## src/rtl/lirq_pkg.sv

```systemverilog
package lirq_pkg;
    localparam int DATA_W  = 8;
    localparam int ADDR_W  = 2;
    localparam int NUM_SRC = 6;

    // source bit positions
    localparam int SRC_HPD   = 0;
    localparam int SRC_RSNS  = 1;
    localparam int SRC_BIPH  = 2;
    localparam int SRC_DROP  = 3;
    localparam int SRC_FRAME = 4;
    localparam int SRC_SOFT  = 5;

    // control register bit positions
    localparam int CTL_POL  = 0;
    localparam int CTL_SOFT = 1;
    localparam int CTL_SUM  = 7;

    typedef enum logic [ADDR_W-1:0] {
        ADDR_SRC  = 2'd0,
        ADDR_MASK = 2'd1,
        ADDR_CTRL = 2'd2,
        ADDR_FCMP = 2'd3
    } reg_addr_e;
endpackage

```

## src/rtl/lirq_edge_sync.sv

```systemverilog
module lirq_edge_sync #(
    parameter int STAGES = 2
) (
    input  logic clk,
    input  logic rst_n,
    input  logic lvl_i,
    output logic chg_o
);
    typedef struct packed {
        logic [STAGES-1:0] sh;
        logic              prev;
    } sync_st_t;

    sync_st_t st_d, st_q;

    always_comb begin
        st_d      = st_q;
        st_d.sh   = {st_q.sh[STAGES-2:0], lvl_i};
        st_d.prev = st_q.sh[STAGES-1];
        chg_o     = st_q.sh[STAGES-1] ^ st_q.prev;
    end

    always_ff @(posedge clk or negedge rst_n) begin
        if (!rst_n) st_q <= '0;
        else        st_q <= st_d;
    end

    // a reported change means the synchronized level moves on.
    assert_change_settles_R2: assert property (@(posedge clk) disable iff (!rst_n)
        chg_o |=> (st_q.prev == $past(st_q.sh[STAGES-1])));
endmodule

```

## src/rtl/lirq_frame_match.sv

```systemverilog
module lirq_frame_match #(
    parameter int CNT_W = 8
) (
    input  logic             clk,
    input  logic             rst_n,
    input  logic             vsync_i,
    input  logic [CNT_W-1:0] cmp_i,
    output logic             match_o
);
    typedef struct packed {
        logic [CNT_W-1:0] cnt;
    } frm_st_t;

    frm_st_t          st_d, st_q;
    logic [CNT_W-1:0] cnt_inc;

    always_comb begin
        st_d    = st_q;
        cnt_inc = st_q.cnt + 1'b1;
        match_o = vsync_i && (cnt_inc == cmp_i);
        if (vsync_i) st_d.cnt = match_o ? '0 : cnt_inc;
    end

    always_ff @(posedge clk or negedge rst_n) begin
        if (!rst_n) st_q <= '0;
        else        st_q <= st_d;
    end

    // a match restarts the frame count from zero
    assert_match_restarts_R5: assert property (@(posedge clk) disable iff (!rst_n)
        match_o |=> (st_q.cnt == '0));

    // without a frame pulse the count holds
    assert_count_holds_R5: assert property (@(posedge clk) disable iff (!rst_n)
        !vsync_i |=> $stable(st_q.cnt));
endmodule

```

## src/rtl/lirq_src_bank.sv

```systemverilog
module lirq_src_bank #(
    parameter int N = 6
) (
    input  logic         clk,
    input  logic         rst_n,
    input  logic [N-1:0] set_i,
    input  logic [N-1:0] clr_i,
    output logic [N-1:0] src_o
);
    typedef struct packed {
        logic [N-1:0] src;
    } bank_st_t;

    bank_st_t st_d, st_q;

    always_comb begin
        st_d = st_q;
        // set has priority over a clear in the same cycle
        for (int i = 0; i < N; i++) begin
            if (set_i[i])      st_d.src[i] = 1'b1;
            else if (clr_i[i]) st_d.src[i] = 1'b0;
        end
    end

    always_ff @(posedge clk or negedge rst_n) begin
        if (!rst_n) st_q <= '0;
        else        st_q <= st_d;
    end

    assign src_o = st_q.src;

    // a source bit only drops when it was cleared
    assert_sticky_R7: assert property (@(posedge clk) disable iff (!rst_n)
        ((($past(st_q.src) & ~$past(clr_i)) & ~st_q.src) == '0));

    // every event latches its bit at the next edge
    assert_event_latches_R4: assert property (@(posedge clk) disable iff (!rst_n)
        (($past(set_i) & ~st_q.src) == '0));
endmodule

```

## src/rtl/link_irq_aggregator.sv

```systemverilog
module link_irq_aggregator
    import lirq_pkg::*;
#(
    parameter int               SYNC_STAGES  = 2,
    parameter int               CNT_W        = 8,
    parameter logic [CNT_W-1:0] FRM_CMP_RST  = 8'd128
) (
    input  logic              clk,
    input  logic              rst_n,
    input  logic              hpd_lvl_i,
    input  logic              rsense_lvl_i,
    input  logic              biphase_err_i,
    input  logic              drop_smp_i,
    input  logic              vsync_i,
    input  logic              reg_wr_i,
    input  logic [ADDR_W-1:0] reg_addr_i,
    input  logic [DATA_W-1:0] reg_wdata_i,
    output logic [DATA_W-1:0] reg_rdata_o,
    output logic              irq_o
);
    localparam int NUM_LVL = 2;

    typedef struct packed {
        logic [NUM_SRC-1:0] mask;
        logic               pol;
        logic [CNT_W-1:0]   cmp;
        logic               summary;
    } top_st_t;

    top_st_t            st_d, st_q;
    logic [NUM_LVL-1:0] lvl_in, lvl_chg;
    logic               frame_hit;
    logic [NUM_SRC-1:0] src_set, src_clr, src;
    logic               wr_src, wr_mask, wr_ctrl, wr_fcmp;

    assign lvl_in = {rsense_lvl_i, hpd_lvl_i};

    for (genvar g = 0; g < NUM_LVL; g++) begin : g_lvl
        lirq_edge_sync #(.STAGES(SYNC_STAGES)) u_sync (
            .clk   (clk),
            .rst_n (rst_n),
            .lvl_i (lvl_in[g]),
            .chg_o (lvl_chg[g])
        );
    end

    lirq_frame_match #(.CNT_W(CNT_W)) u_frame (
        .clk     (clk),
        .rst_n   (rst_n),
        .vsync_i (vsync_i),
        .cmp_i   (st_q.cmp),
        .match_o (frame_hit)
    );

    always_comb begin
        wr_src  = reg_wr_i && (reg_addr_i == ADDR_SRC);
        wr_mask = reg_wr_i && (reg_addr_i == ADDR_MASK);
        wr_ctrl = reg_wr_i && (reg_addr_i == ADDR_CTRL);
        wr_fcmp = reg_wr_i && (reg_addr_i == ADDR_FCMP);

        src_set            = '0;
        src_set[SRC_HPD]   = lvl_chg[0];
        src_set[SRC_RSNS]  = lvl_chg[1];
        src_set[SRC_BIPH]  = biphase_err_i;
        src_set[SRC_DROP]  = drop_smp_i;
        src_set[SRC_FRAME] = frame_hit;
        src_set[SRC_SOFT]  = wr_ctrl && reg_wdata_i[CTL_SOFT];

        src_clr = wr_src ? reg_wdata_i[NUM_SRC-1:0] : '0;
    end

    lirq_src_bank #(.N(NUM_SRC)) u_bank (
        .clk   (clk),
        .rst_n (rst_n),
        .set_i (src_set),
        .clr_i (src_clr),
        .src_o (src)
    );

    always_comb begin
        st_d         = st_q;
        st_d.summary = |(src & st_q.mask);
        if (wr_mask) st_d.mask = reg_wdata_i[NUM_SRC-1:0];
        if (wr_ctrl) st_d.pol  = reg_wdata_i[CTL_POL];
        if (wr_fcmp) st_d.cmp  = reg_wdata_i[CNT_W-1:0];
    end

    always_ff @(posedge clk or negedge rst_n) begin
        if (!rst_n) begin
            st_q     <= '0;
            st_q.cmp <= FRM_CMP_RST;
        end else begin
            st_q <= st_d;
        end
    end

    always_comb begin
        reg_rdata_o = '0;
        case (reg_addr_i)
            ADDR_SRC:  reg_rdata_o[NUM_SRC-1:0] = src;
            ADDR_MASK: reg_rdata_o[NUM_SRC-1:0] = st_q.mask;
            ADDR_CTRL: begin
                reg_rdata_o[CTL_POL] = st_q.pol;
                reg_rdata_o[CTL_SUM] = st_q.summary;
            end
            default:   reg_rdata_o[CNT_W-1:0] = st_q.cmp;
        endcase
    end

    assign irq_o = st_q.summary ^ st_q.pol;

    // with every source masked the summary falls at the next edge
    assert_masked_quiet_R8: assert property (@(posedge clk) disable iff (!rst_n)
        (st_q.mask == '0) |=> !st_q.summary);

    // summary can only rise when some unmasked source was pending
    assert_summary_cause_R8: assert property (@(posedge clk) disable iff (!rst_n)
        $rose(st_q.summary) |-> ($past(src & st_q.mask) != '0));

    // a steady summary and polarity keep the pin steady
    assert_pin_steady_R9: assert property (@(posedge clk) disable iff (!rst_n)
        ($stable(st_q.summary) && $stable(st_q.pol)) |-> $stable(irq_o));
endmodule

```

## config.mk

```make
export PLATFORM = sky130hd
export DESIGN_NAME = link_irq_aggregator
export DESIGN_NICKNAME = d
export VERILOG_FILES = /design/src/rtl/lirq_pkg.sv /design/src/rtl/lirq_edge_sync.sv /design/src/rtl/lirq_frame_match.sv /design/src/rtl/lirq_src_bank.sv /design/src/rtl/link_irq_aggregator.sv
export SDC_FILE = /design/constraint.sdc
export NUM_CORES = 1
export LEC_CHECK = 0
export ABC_AREA = 1
export BUFFER_PORTS_ARGS = -buffer_cell sky130_fd_sc_hd__buf_2
export CORE_ASPECT_RATIO = 0.5
export CORE_MARGIN = 2
export CORE_UTILIZATION = 45
export CTS_CLUSTER_DIAMETER = 200
export DETAILED_ROUTE_END_ITERATION = 10
export GPL_ROUTABILITY_DRIVEN = 0
export PLACE_DENSITY = 0.67
export SETUP_SLACK_MARGIN = 0.2
export SLEW_MARGIN = 25
export SYNTH_ARGS = -nofsm -noshare
export SYNTH_HDL_FRONTEND = slang
export SYNTH_SLANG_ARGS = --single-unit
```

## constraint.sdc

```tcl
create_clock -name clk -period 4.31 [get_ports clk]
set_input_delay 0.2155 -clock clk [delete_from_list [all_inputs] [get_ports clk]]
set_output_delay 0.2155 -clock clk [all_outputs]
set_load 0.01 [all_outputs]
```

==> metrics.csv, run 1 <==
stage,metric,value,unit
floorplan,Vert. Die Dim,49.93,um
global_route,number of antenna violations at the first check in global routing,0,
clock_network,CTS tree,done,
place,detailed placement HPWL,3014,um
worst_setup_path,Worst Setup Path Type,register to register,
floorplan,Ports,27,
detailed_routing,routed vias/inst,4.926,
cells_and_area,count of nets after finishing,290,
run_status,result of the run,"finished, violations left",
logic_synthesis,fraction of synthesized cell area taken by the top area cell type,0.4614,
worst_setup_path,worst-path fanout max,9,
hold_path,min-delay worst type,primary input to asynchronous set/reset pin,
sta,Final Setup Violations,0,
power,PwrDens,450.0,nW/um^2
detailed_routing,Routed Antenna Nets,0,
run_status,violations in the final reports,hold timing,
detailed_routing,average wire per standard cell,12.29,um
sta,Total Negative Setup Slacks,0,ns
sta,"Period Utilization, post-route",0.3864,
logic_synthesis,Post-Syn Instances,241,
clock_network,buffers inserted during post-CTS setup optimization,0,
worst_setup_path,Worst Reg-to-Reg Cells,11,
clock_network,Hold Buf Count CTS,0,
floorplan,effective utilization at floorplan,0.4764,
sta,Worst Hold Margin,-0.006150,ns
worst_setup_path,Critical Path Sink Type,register,
global_route,GRT overflow,0,
detailed_routing,aggregate routed wire length,4006,um
floorplan,site row count,16,
floorplan,core area,3984,um^2
worst_setup_path,Slowest cell on crit path,sky130_fd_sc_hd__dfrtp_1,
logic_synthesis,biggest area contributors in the synthesized netlist,"sky130_fd_sc_hd__dfrtp_1 (46%), sky130_fd_sc_hd__nand2_1 (16%), sky130_fd_sc_hd__o21ai_0 (6.3%)",
logic_synthesis,warnings from Yosys,0,
sta,"Slew Viols, Final",0,
detailed_routing,count of vias placed by the detailed router,1606,
worst_setup_path,critical register-to-register path endpoint,u_frame.st_q[4],
cells_and_area,final core occ,0.5449,
global_route,aggregate global-route resource usage,0.1893,
power,leakage power,1.102,nW
clock_network,number of buffers added by the clock tree synthesis step,5,
power,Tot Pwr,976.9,uW
logic_synthesis,fraction of registers with async set/reset,1.000,
clock_network,number of clock sinks seen by CTS,36,
logic_synthesis,mean area per synthesized cell,7.876,um^2
worst_setup_path,startpoint kind of the worst setup timing path,register,
sta,PnR worst setup slack,2.645,ns
clock_network,clock latency reported for the late side of the worst-skew pair,0.29,ns
sta,RSZ-0062 raised after global routing,false,
logic_synthesis,sequential fraction of the synthesis area,0.4753,
logic_synthesis,Syn Nets,260,
worst_setup_path,Reg2Reg Setup Slack,2.64,ns
clock_network,clock slew at reported path FFs,0.08,ns
worst_setup_path,cells along the critical path,ha_1 -> nand2_2 -> inv_1 -> nand2_1 -> nand2_1 -> nand2_1 -> nor2_1 -> nor2_2 -> nand3_4 -> nand2_1 -> nand2_1,
power,worst IR drop on VDD,0.2568,mV
sta,clock period minus worst slack,1.665,ns
logic_synthesis,top post-synthesis cells by count,"sky130_fd_sc_hd__nand2_1 (83), sky130_fd_sc_hd__dfrtp_1 (35), sky130_fd_sc_hd__inv_1 (31)",
worst_setup_path,data arrival time at the worst-slack endpoint,1.85,ns
detailed_routing,first-pass iteration count of the detailed router,4,
detailed_routing,number of design rule violations left after detail routing,0,
cells_and_area,ANT cells,0,
sta,Max-Slew Margin vs Limit,0.4807,
logic_synthesis,most used flip-flop cell after synthesis,sky130_fd_sc_hd__dfrtp_1,
logic_synthesis,post-synthesis cell type with the largest combined area,sky130_fd_sc_hd__dfrtp_1,
clock_network,root buf cell,sky130_fd_sc_hd__clkbuf_8,
sta,"Hold Violations, Final",5,
global_route,maximum number of pins on one net before global-route repair,37,
worst_setup_path,Crit path required time,4.50,ns
sta,skew final,0.006692,ns
sta,Fmax,0.6004,GHz
worst_setup_path,CP max stage delay,0.44,ns
clock_network,maximum count of clock buffers along a single path,2,
clock_network,total number of H-tree levels,2,
worst_setup_path,beginning of the critical path,u_frame.st_q[0],
worst_setup_path,Reg-to-Reg Start,u_frame.st_q[0],
worst_setup_path,end point of the critical path,u_frame.st_q[4],
global_route,via count of the first global-routing pass,1475,
logic_synthesis,#FFs+latches synth,36,
detailed_routing,initial DRC count,80,
global_route,wire length of the first global-routing pass,6803,um
floorplan,die area,4785,um^2
logic_synthesis,most repeated cell in the gate-level netlist after synthesis,sky130_fd_sc_hd__nand2_1,
cells_and_area,area growth from synthesis to final layout,14.37,%
logic_synthesis,number of synthesized flops with an enable pin,0,
flow_run,MaxCap Viol Count,0,
logic_synthesis,synthesized area,1898,um^2
logic_synthesis,Synth cell types,24,
place,setup slack at placement,2.674,ns
clock_network,"Gates resized, CTS repair",0,
cells_and_area,share of post-route cells with drive strength above 1,0.1985,
sta,Tightest Pin Transition,0.7789,ns
place,number of buffers added on ports,26,
floorplan,die width,95.85,um
worst_setup_path,Most common cell on crit path,sky130_fd_sc_hd__nand2_1,
[worst max-delay path: cells and delay by family, from the launching register on]
family / cells / cell delay [ns]
fa+ha+maj: 1 / 0.27
buf+inv: 1 / 0.07
flops: 1 / 0.44
simple gates: 9 / 0.79
[worst min path at each step]
| stage | start | endpoint | cells past startpoint |
|---|---|---|---|
| finish | rst_n | u_bank.src_o[2] | 1 |
| global route | hpd_lvl_i | g_lvl[0].u_sync.st_d[2] | 1 |
| CTS | rsense_lvl_i | g_lvl[1].u_sync.st_d[2] | 1 |
| detailed placement | rsense_lvl_i | g_lvl[1].u_sync.st_d[2] | 1 |
| global placement | hpd_lvl_i | g_lvl[0].u_sync.st_d[2] | 1 |
| floorplan | rst_n | g_lvl[0].u_sync.st_d[0] | 0 |
[metrics by stage]
stage,area [um^2],instances
after floorplan,1898,241
after global placement,2083,318
after detailed placement,2083,318
after CTS,2171,326
after global routing,2171,326
final,2171,326
[layer usage]
layer	part of all wire	GRT usage
met5	0	0
met1	0.50	0.2690
met3	0.033	0.05046
met4	0.011	0.05238
met2	0.45	0.2855
[state kept, by name (all words and copies together) (netlist names)]
name and cells:
st_q 16, g_lvl.u_sync.st_q 2, g_lvl.u_sync.st_d 4, u_bank.src_o 6, u_frame.st_q 8
[area by class of cell]
cell class | count | area, um^2
Multi-Input combinational cell | 171 | 867.1
Clock buffer | 5 | 68.82
Clock inverter | 3 | 18.77
Inverter | 31 | 116.4
Fill cell | 370 | 1813
Tap cell | 54 | 67.56
Timing Repair Buffer | 26 | 130.1
Sequential cell | 36 | 902.1
[where the power goes]
part           internal, mW  switching (mW)  total, mW  leakage [nW]
logic                 0.107           0.175      0.282         0.626
registers             0.396          0.0612      0.457         0.428
clock network         0.113           0.125      0.238        0.0479
total                 0.615           0.362      0.977          1.10
[logic make-up (layout without fill, tap and decap cells)]
family,Yosys count,count (layout),share of synthesized area
xor gates and xnor gates,3,3,0.01385
buffers and inverters,34,65,0.06790
AOI/OAI and AO/OA,40,40,0.1193
DFF,36,36,0.4753
and+or+nand+nor,127,127,0.3171
adders and majority gates,1,1,0.006591
[cells in the final DEF (no fill, tap or decap), types with 4 or more instances in the layout]
cell                       instances
sky130_fd_sc_hd__dfrtp_1          35
sky130_fd_sc_hd__o211ai_1          5
sky130_fd_sc_hd__a21oi_1           7
sky130_fd_sc_hd__nand3_2           5
sky130_fd_sc_hd__inv_1            31
sky130_fd_sc_hd__o21ai_0          24
sky130_fd_sc_hd__nor2_1           11
sky130_fd_sc_hd__nor2_2            4
sky130_fd_sc_hd__nand2_1          83
sky130_fd_sc_hd__nand2_2           6
sky130_fd_sc_hd__nand3_1          14
sky130_fd_sc_hd__clkbuf_8          5
sky130_fd_sc_hd__buf_2            26
No activity file was read; power rests on OpenSTA's default activity.
==> inputs of run 2 (changes only) <==
--- a/config.mk
+++ b/config.mk
@@ -5,7 +5,7 @@
 export SDC_FILE = /design/constraint.sdc
 export NUM_CORES = 1
 export LEC_CHECK = 0
-export ABC_AREA = 1
+export ABC_AREA = 0
 export BUFFER_PORTS_ARGS = -buffer_cell sky130_fd_sc_hd__buf_2
 export CORE_ASPECT_RATIO = 0.5
 export CORE_MARGIN = 2
==> constraint.sdc (replaced) <==
create_clock -name clk -period 1.7 [get_ports clk]
set_input_delay 0.085 -clock clk [delete_from_list [all_inputs] [get_ports clk]]
set_output_delay 0.085 -clock clk [all_outputs]
set_load 0.01 [all_outputs]
==> metrics.csv, run 2 <==
stage,metric,value,unit,change
hold_path,hold path startpoint,reg_wdata_i[7],,
cells_and_area,count of nets after finishing,221,,-24%
cells_and_area,Top reg by flops,st_q,,
run_status,violations in the final reports,setup timing,,
flow_run,MaxCap Viol Count,0,,unchanged
global_route,via count of the first global-routing pass,1294,,-12%
detailed_routing,aggregate routed wire length,3757,um,-6.2%
logic_synthesis,Synth cell types,35,,+46%
cells_and_area,share of post-route cells with drive strength above 1,0.3744,,+0.1759
worst_setup_path,total buffers and inverters traversed by the critical path,1,,unchanged
sta,"Slew Viols, Final",0,,unchanged
clock_network,maximum count of clock buffers along a single path,2,,unchanged
clock_network,total number of H-tree levels,2,,unchanged
logic_synthesis,sequential fraction of the synthesis area,0.5035,,+0.02821
worst_setup_path,startpoint kind of the worst setup timing path,register,,
worst_setup_path,Critical Path Sink Type,register,,
floorplan,site row count,16,,unchanged
floorplan,die area,4533,um^2,-5.3%
worst_setup_path,Worst Reg-to-Reg Cells,7,,-4
global_route,aggregate global-route resource usage,0.1775,,-0.01184
logic_synthesis,warnings from Yosys,0,,unchanged
power,worst IR drop on VDD,0.6204,mV,+140%
sta,Fmax,0.5356,GHz,-11%
logic_synthesis,fraction of synthesized cell area taken by the top area cell type,0.4888,,+0.02739
cells_and_area,"Non-Filler Cell Area, Final",2253,um^2,+3.8%
logic_synthesis,mean area per synthesized cell,11.34,um^2,+44%
floorplan,core area,3864,um^2,-3.0%
sta,"Hold Violations, Final",0,,-5
logic_synthesis,top post-synthesis cells by count,"sky130_fd_sc_hd__dfrtp_1 (35), sky130_fd_sc_hd__mux2_2 (20), sky130_fd_sc_hd__nand2_1 (17)",,
floorplan,die width,93.24,um,-2.7%
sta,skew final,0.003898,ns,-0.002794 ns
detailed_routing,first-pass iteration count of the detailed router,4,,unchanged
logic_synthesis,Post-Syn Instances,158,,-34%
cells_and_area,ANT cells,0,,unchanged
global_route,number of antenna violations at the first check in global routing,0,,unchanged
logic_synthesis,biggest area contributors in the synthesized netlist,"sky130_fd_sc_hd__dfrtp_1 (49%), sky130_fd_sc_hd__mux2_2 (13%), sky130_fd_sc_hd__xnor2_1 (5.9%)",,
worst_setup_path,Reg-to-Reg Start,u_frame.st_q[1],,
global_route,wire length of the first global-routing pass,6196,um,-8.9%
worst_setup_path,Reg2Reg Setup Slack,-0.17,ns,-2.81 ns
hold_path,worst min-delay path endpoint,st_q[8],,
logic_synthesis,Syn Nets,177,,-32%
clock_network,clock slew at reported path FFs,0.08,ns,about the same
floorplan,Vert. Die Dim,48.62,um,-2.6%
sta,PnR worst setup slack,-0.1670,ns,-2.812 ns
power,PwrDens,1140,nW/um^2,+150%
cells_and_area,"most common cell after layout, fill and taps aside",sky130_fd_sc_hd__dfrtp_1,,
detailed_routing,initial DRC count,53,,-34%
logic_synthesis,number of synthesized flops with an enable pin,0,,unchanged
global_route,GRT overflow,0,,unchanged
place,area post-placement,2073,um^2,-0.48%
worst_setup_path,CP max stage delay,0.43,ns,about the same
floorplan,effective utilization at floorplan,0.4637,,-0.01271
clock_network,number of buffers added by the clock tree synthesis step,5,,unchanged
place,count of placed standard cells including taps,243,,-24%
worst_setup_path,data arrival time at the worst-slack endpoint,2.03,ns,+0.18 ns
clock_network,clock latency reported for the late side of the worst-skew pair,0.29,ns,about the same
detailed_routing,count of vias placed by the detailed router,1327,,-17%
cells_and_area,most frequent cells in the layout,"sky130_fd_sc_hd__dfrtp_1 (33), sky130_fd_sc_hd__buf_2 (26), sky130_fd_sc_hd__mux2_2 (20), sky130_fd_sc_hd__nand2_1 (17), sky130_fd_sc_hd__xnor2_1 (12)",,
logic_synthesis,fraction of registers with async set/reset,1.000,,unchanged
sta,Max-Slew Margin vs Limit,0.6837,,+0.2030
detailed_routing,average wire per standard cell,14.62,um,+19%
cells_and_area,area of the multi-input gates,883.3,um^2,+1.9%
worst_setup_path,Crit path required time,1.86,ns,-2.64 ns
cells_and_area,area growth from synthesis to final layout,25.77,%,
clock_network,number of clock sinks seen by CTS,36,,unchanged
clock_network,CTS tree,done,,
power,leakage power,0.9741,nW,-12%
logic_synthesis,post-synthesis cell type with the largest combined area,sky130_fd_sc_hd__dfrtp_1,,
cells_and_area,fill count,330,,-11%
cells_and_area,Seq. cell area,904.6,um^2,+0.28%
worst_setup_path,critical register-to-register path endpoint,u_frame.st_q[1],,
logic_synthesis,most repeated cell in the gate-level netlist after synthesis,sky130_fd_sc_hd__dfrtp_1,,
worst_setup_path,Worst Setup Path Type,register to register,,
floorplan,Ports,27,,unchanged
sta,RSZ-0062 raised after global routing,true,,
worst_setup_path,worst-path fanout max,6,,-3
global_route,maximum number of pins on one net before global-route repair,37,,unchanged
detailed_routing,routed vias/inst,5.163,,+4.8%
cells_and_area,number of flip-flops in the largest register,16,,unchanged
sta,Tightest Pin Transition,0.4711,ns,-0.3078 ns
worst_setup_path,Slowest cell on crit path,sky130_fd_sc_hd__dfrtp_1,,
cells_and_area,final cell count without fillers,257,,-21%
hold_path,min-delay worst type,primary input to register,,
logic_synthesis,#FFs+latches synth,36,,unchanged
sta,clock period minus worst slack,1.867,ns,+0.2015 ns
hold_path,worst hold path stage count,2,,
detailed_routing,number of design rule violations left after detail routing,0,,unchanged
sta,Final Setup Violations,9,,+9
logic_synthesis,synthesized area,1792,um^2,-5.6%
sta,"Period Utilization, post-route",1.098,,+0.7118
run_status,result of the run,"finished, violations left",,
worst_setup_path,cells along the critical path,ha_4 -> o21ba_1 -> a221oi_2 -> o2111ai_2 -> nor4_4 -> buf_4 -> o22ai_1,,
place,number of buffers added on ports,26,,unchanged
logic_synthesis,most used flip-flop cell after synthesis,sky130_fd_sc_hd__dfrtp_1,,
clock_network,root buf cell,sky130_fd_sc_hd__clkbuf_8,,
worst_setup_path,Top Family by Delay on Critical Path,compound AO/OA/AOI/OAI gates,,
place,detailed placement HPWL,2585,um,-14%
detailed_routing,Routed Antenna Nets,0,,unchanged
run 2: how the worst max path moves through the flow:
| stage | endpoint | depth (start not counted) | startpoint | slack [ns] |
|---|---|---|---|---|
| final | u_frame.st_q[1] | 7 | u_frame.st_q[1] | -0.17 |
| after global routing | u_frame.st_q[1] | 7 | u_frame.st_q[1] | -0.21 |
| after CTS | u_frame.st_q[1] | 7 | u_frame.st_q[1] | -0.14 |
| after detailed placement | u_frame.st_q[1] | 7 | u_frame.st_q[1] | -0.10 |
| after global placement | u_frame.st_q[1] | 7 | u_frame.st_q[2] | -0.05 |
| after floorplan | u_frame.st_q[1] | 6 | u_frame.st_q[0] | -0.06 |
run 2: area by class of cell:
type	count	share of cell area
clock buffers	5	0.03054
clock inverters	3	0.01888
inverters	3	0.004997
multi-input cells	114	0.3920
flip-flops and latches	36	0.4014
well taps	54	0.02998
repair buffers	42	0.1222
run 2: layer usage:
layer,GRT usage,share of wire,vias to the layer above
met5,0,0,-
met2,0.2878,0.47,21
met4,0.03922,0.0059,0
met1,0.2398,0.49,649
li1,-,-,653
met3,0.04984,0.032,4
run 2: what timing repair did:
item                       in CTS  in global routing
buffers inserted                1                  0
hold endpoints to repair       40                  0
gates resized for setup         0                  4
pin swaps                       0                  0
setup endpoints to repair       9                  9
hold buffers                    5                  0
run 2: cell families after synthesis:
family,count (synthesis),synth area share
xor gates and xnor gates,15,0.07333
AOI/OAI and AO/OA,24,0.09776
adders and majority gates,1,0.006982
buffers and inverters,8,0.02164
and+or+nand+nor,51,0.1473
muxes,23,0.1494
DFF,36,0.5035
run 2: per-stage QoR:
stage	hold slack [ns]	util	total power, mW	worst slack (ns)	TNS, ns
finish	0.03825	0.5832	2.569	-0.1670	-1.144
CTS	0.03330	0.5803	2.572	-0.1376	-0.8848
floorplan	-0.2106	-	1.598	-0.05524	-0.2230
global placement	0.06041	0.5366	1.783	-0.05439	-0.2856
global route	0.03535	0.5832	2.716	-0.2074	-1.521
detailed placement	0.06339	0.5366	1.802	-0.1046	-0.5949
run 2: power breakdown:
| part | switching [mW] | leakage [nW] | internal (mW) | total [mW] |
|---|---|---|---|---|
| clock network | 0.318 | 0.0541 | 0.434 | 0.751 |
| logic | 0.302 | 0.504 | 0.375 | 0.676 |
| registers | 0.150 | 0.416 | 0.991 | 1.14 |
| total | 0.770 | 0.974 | 1.80 | 2.57 |
==> inputs of run 3 (changes only) <==
--- a/config.mk
+++ b/config.mk
@@ -15,6 +15,7 @@
 export GPL_ROUTABILITY_DRIVEN = 0
 export PLACE_DENSITY = 0.67
 export SETUP_SLACK_MARGIN = 0.2
+export SKIP_LAST_GASP = 1
 export SLEW_MARGIN = 25
 export SYNTH_ARGS = -nofsm -noshare
 export SYNTH_HDL_FRONTEND = slang
==> metrics.csv, run 3 (synthesized netlist as in run 2, its figures left out) <==
stage,metric,value,unit,change
worst_setup_path,worst-path fanout max,6,,unchanged
cells_and_area,count of nets after finishing,221,,unchanged
cells_and_area,number of flip-flops in the largest register,16,,unchanged
sta,Fmax,0.5356,GHz,unchanged
sta,"Slew Viols, Final",0,,unchanged
place,setup slack at placement,-0.1046,ns,unchanged
cells_and_area,share of post-route cells with drive strength above 1,0.3744,,unchanged
floorplan,site row count,16,,unchanged
global_route,maximum number of pins on one net before global-route repair,37,,unchanged
sta,PnR worst setup slack,-0.1670,ns,unchanged
worst_setup_path,Worst Setup Path Type,register to register,,
global_route,met2 Resource Use GR,0.2878,,unchanged
detailed_routing,routed vias/inst,5.163,,unchanged
detailed_routing,count of vias placed by the detailed router,1327,,unchanged
floorplan,die area,4533,um^2,unchanged
hold_path,hold path startpoint,reg_wdata_i[7],,
clock_network,total number of H-tree levels,2,,unchanged
run_status,result of the run,"finished, violations left",,
worst_setup_path,Crit path required time,1.86,ns,about the same
worst_setup_path,beginning of the critical path,u_frame.st_q[1],,
worst_setup_path,Critical Path Sink Type,register,,
sta,Max-Slew Margin vs Limit,0.6837,,unchanged
place,area post-placement,2073,um^2,unchanged
floorplan,die width,93.24,um,unchanged
cells_and_area,area growth from synthesis to final layout,25.77,%,unchanged
global_route,GRT overflow,0,,unchanged
floorplan,core area,3864,um^2,unchanged
hold_path,worst hold path stage count,2,,unchanged
clock_network,CTS tree,done,,
hold_path,worst min-delay path endpoint,st_q[8],,
cells_and_area,"most common cell after layout, fill and taps aside",sky130_fd_sc_hd__dfrtp_1,,
cells_and_area,most frequent cells in the layout,"sky130_fd_sc_hd__dfrtp_1 (33), sky130_fd_sc_hd__buf_2 (26), sky130_fd_sc_hd__mux2_2 (20), sky130_fd_sc_hd__nand2_1 (17), sky130_fd_sc_hd__xnor2_1 (12)",,
global_route,wire length of the first global-routing pass,6196,um,unchanged
floorplan,Ports,27,,unchanged
sta,Total Negative Setup Slacks,-1.144,ns,unchanged
floorplan,Vert. Die Dim,48.62,um,unchanged
cells_and_area,ANT cells,0,,unchanged
power,worst IR drop on VDD,0.6204,mV,unchanged
global_route,global routing usage on met1,0.2398,,unchanged
cells_and_area,"Non-Filler Cell Area, Final",2253,um^2,unchanged
cells_and_area,Top reg by flops,st_q,,
place,detailed placement HPWL,2585,um,unchanged
global_route,number of antenna violations at the first check in global routing,0,,unchanged
clock_network,maximum count of clock buffers along a single path,2,,unchanged
global_route,grt met3 use,0.04984,,unchanged
floorplan,effective utilization at floorplan,0.4637,,unchanged
flow_run,MaxCap Viol Count,0,,unchanged
clock_network,clock slew at reported path FFs,0.08,ns,about the same
worst_setup_path,Reg2Reg Setup Slack,-0.17,ns,about the same
detailed_routing,aggregate routed wire length,3757,um,unchanged
worst_setup_path,Worst Reg-to-Reg Cells,7,,unchanged
sta,"Hold Violations, Final",0,,unchanged
worst_setup_path,data arrival time at the worst-slack endpoint,2.03,ns,about the same
sta,clock period minus worst slack,1.867,ns,unchanged
sta,Final Setup Violations,9,,unchanged
detailed_routing,average wire per standard cell,14.62,um,unchanged
clock_network,root buf cell,sky130_fd_sc_hd__clkbuf_8,,
worst_setup_path,critical register-to-register path endpoint,u_frame.st_q[1],,
sta,RSZ-0062 raised after global routing,true,,
detailed_routing,Routed Antenna Nets,0,,unchanged
cells_and_area,final core occ,0.5832,,unchanged
global_route,busiest metal layer after global routing,met2,,
sta,skew final,0.003898,ns,unchanged
clock_network,clock latency reported for the late side of the worst-skew pair,0.29,ns,about the same
global_route,via count of the first global-routing pass,1294,,unchanged
global_route,aggregate global-route resource usage,0.1775,,unchanged
place,number of buffers added on ports,26,,unchanged
worst_setup_path,startpoint kind of the worst setup timing path,register,,
power,leakage power,0.9741,nW,unchanged
power,PwrDens,1140,nW/um^2,unchanged
clock_network,number of buffers added by the clock tree synthesis step,5,,unchanged
detailed_routing,number of design rule violations left after detail routing,0,,unchanged
clock_network,number of clock sinks seen by CTS,36,,unchanged
detailed_routing,first-pass iteration count of the detailed router,4,,unchanged
hold_path,min-delay worst type,primary input to register,,
sta,Worst Hold Margin,0.03825,ns,unchanged
sta,Tightest Pin Transition,0.4711,ns,unchanged
detailed_routing,initial DRC count,53,,unchanged
worst_setup_path,Reg-to-Reg Start,u_frame.st_q[1],,
run_status,violations in the final reports,setup timing,,
cells_and_area,fill count,330,,unchanged
sta,"Period Utilization, post-route",1.098,,unchanged
-- run 3: cell counts in the layout (fill, tap and decap cells not counted) --
Identical to the previous run, type by type.
-- run 3: worst max-delay path by stage --
stage                 endpoint  slack, ns  depth (start not counted)
2_1_floorplan  u_frame.st_q[1]      -0.06                          6
3_3_place_gp   u_frame.st_q[1]      -0.05                          7
3_5_place_dp   u_frame.st_q[1]      -0.10                          7
4_1_cts        u_frame.st_q[1]      -0.14                          7
5_1_grt        u_frame.st_q[1]      -0.21                          7
6_report       u_frame.st_q[1]      -0.17                          7
-- run 3: worst max-delay path, cell delays in order (launching register included) --
cell and delay, ns:
sky130_fd_sc_hd__dfrtp_1 0.43, sky130_fd_sc_hd__ha_4 0.20, sky130_fd_sc_hd__o21ba_1 0.20, sky130_fd_sc_hd__a221oi_2 0.26, sky130_fd_sc_hd__o2111ai_2 0.20, sky130_fd_sc_hd__nor4_4 0.21
sky130_fd_sc_hd__buf_4 0.18, sky130_fd_sc_hd__o22ai_1 0.07
-- run 3: metal layers --
layer / vias up / part of all wire
met3: 4 / 0.032
li1: 653 / -
met2: 21 / 0.47
met5: - / 0
met4: 0 / 0.0059
met1: 649 / 0.49
-- run 3: layout make-up --
class,count,area [um^2],area share
tap,54,67.56,0.02998
clock inverter,3,42.54,0.01888
sequential,36,904.6,0.4014
inverter,3,11.26,0.004997
timing repair buffer,42,275.3,0.1222
clock buffer,5,68.82,0.03054
multi-input combinational,114,883.3,0.3920
-- run 3: repair_timing --
action | in CTS | in global routing
resized for setup | 0 | 4
hold endpoints to repair | 40 | 0
setup endpoints to repair | 9 | 9
hold buffers | 5 | 0
buffers inserted | 1 | 0
-- run 3: power breakdown --
group | switching (mW) | internal (mW)
Clock | 0.318 | 0.434
Combinational | 0.302 | 0.375
Sequential | 0.150 | 0.991
-- run 3: stage by stage --
step / std cells / power (mW)
after floorplan: 158 / 1.598
after global placement: 243 / 1.783
final: 257 / 2.569
after detailed placement: 243 / 1.802
after CTS: 257 / 2.572
after global routing: 257 / 2.716
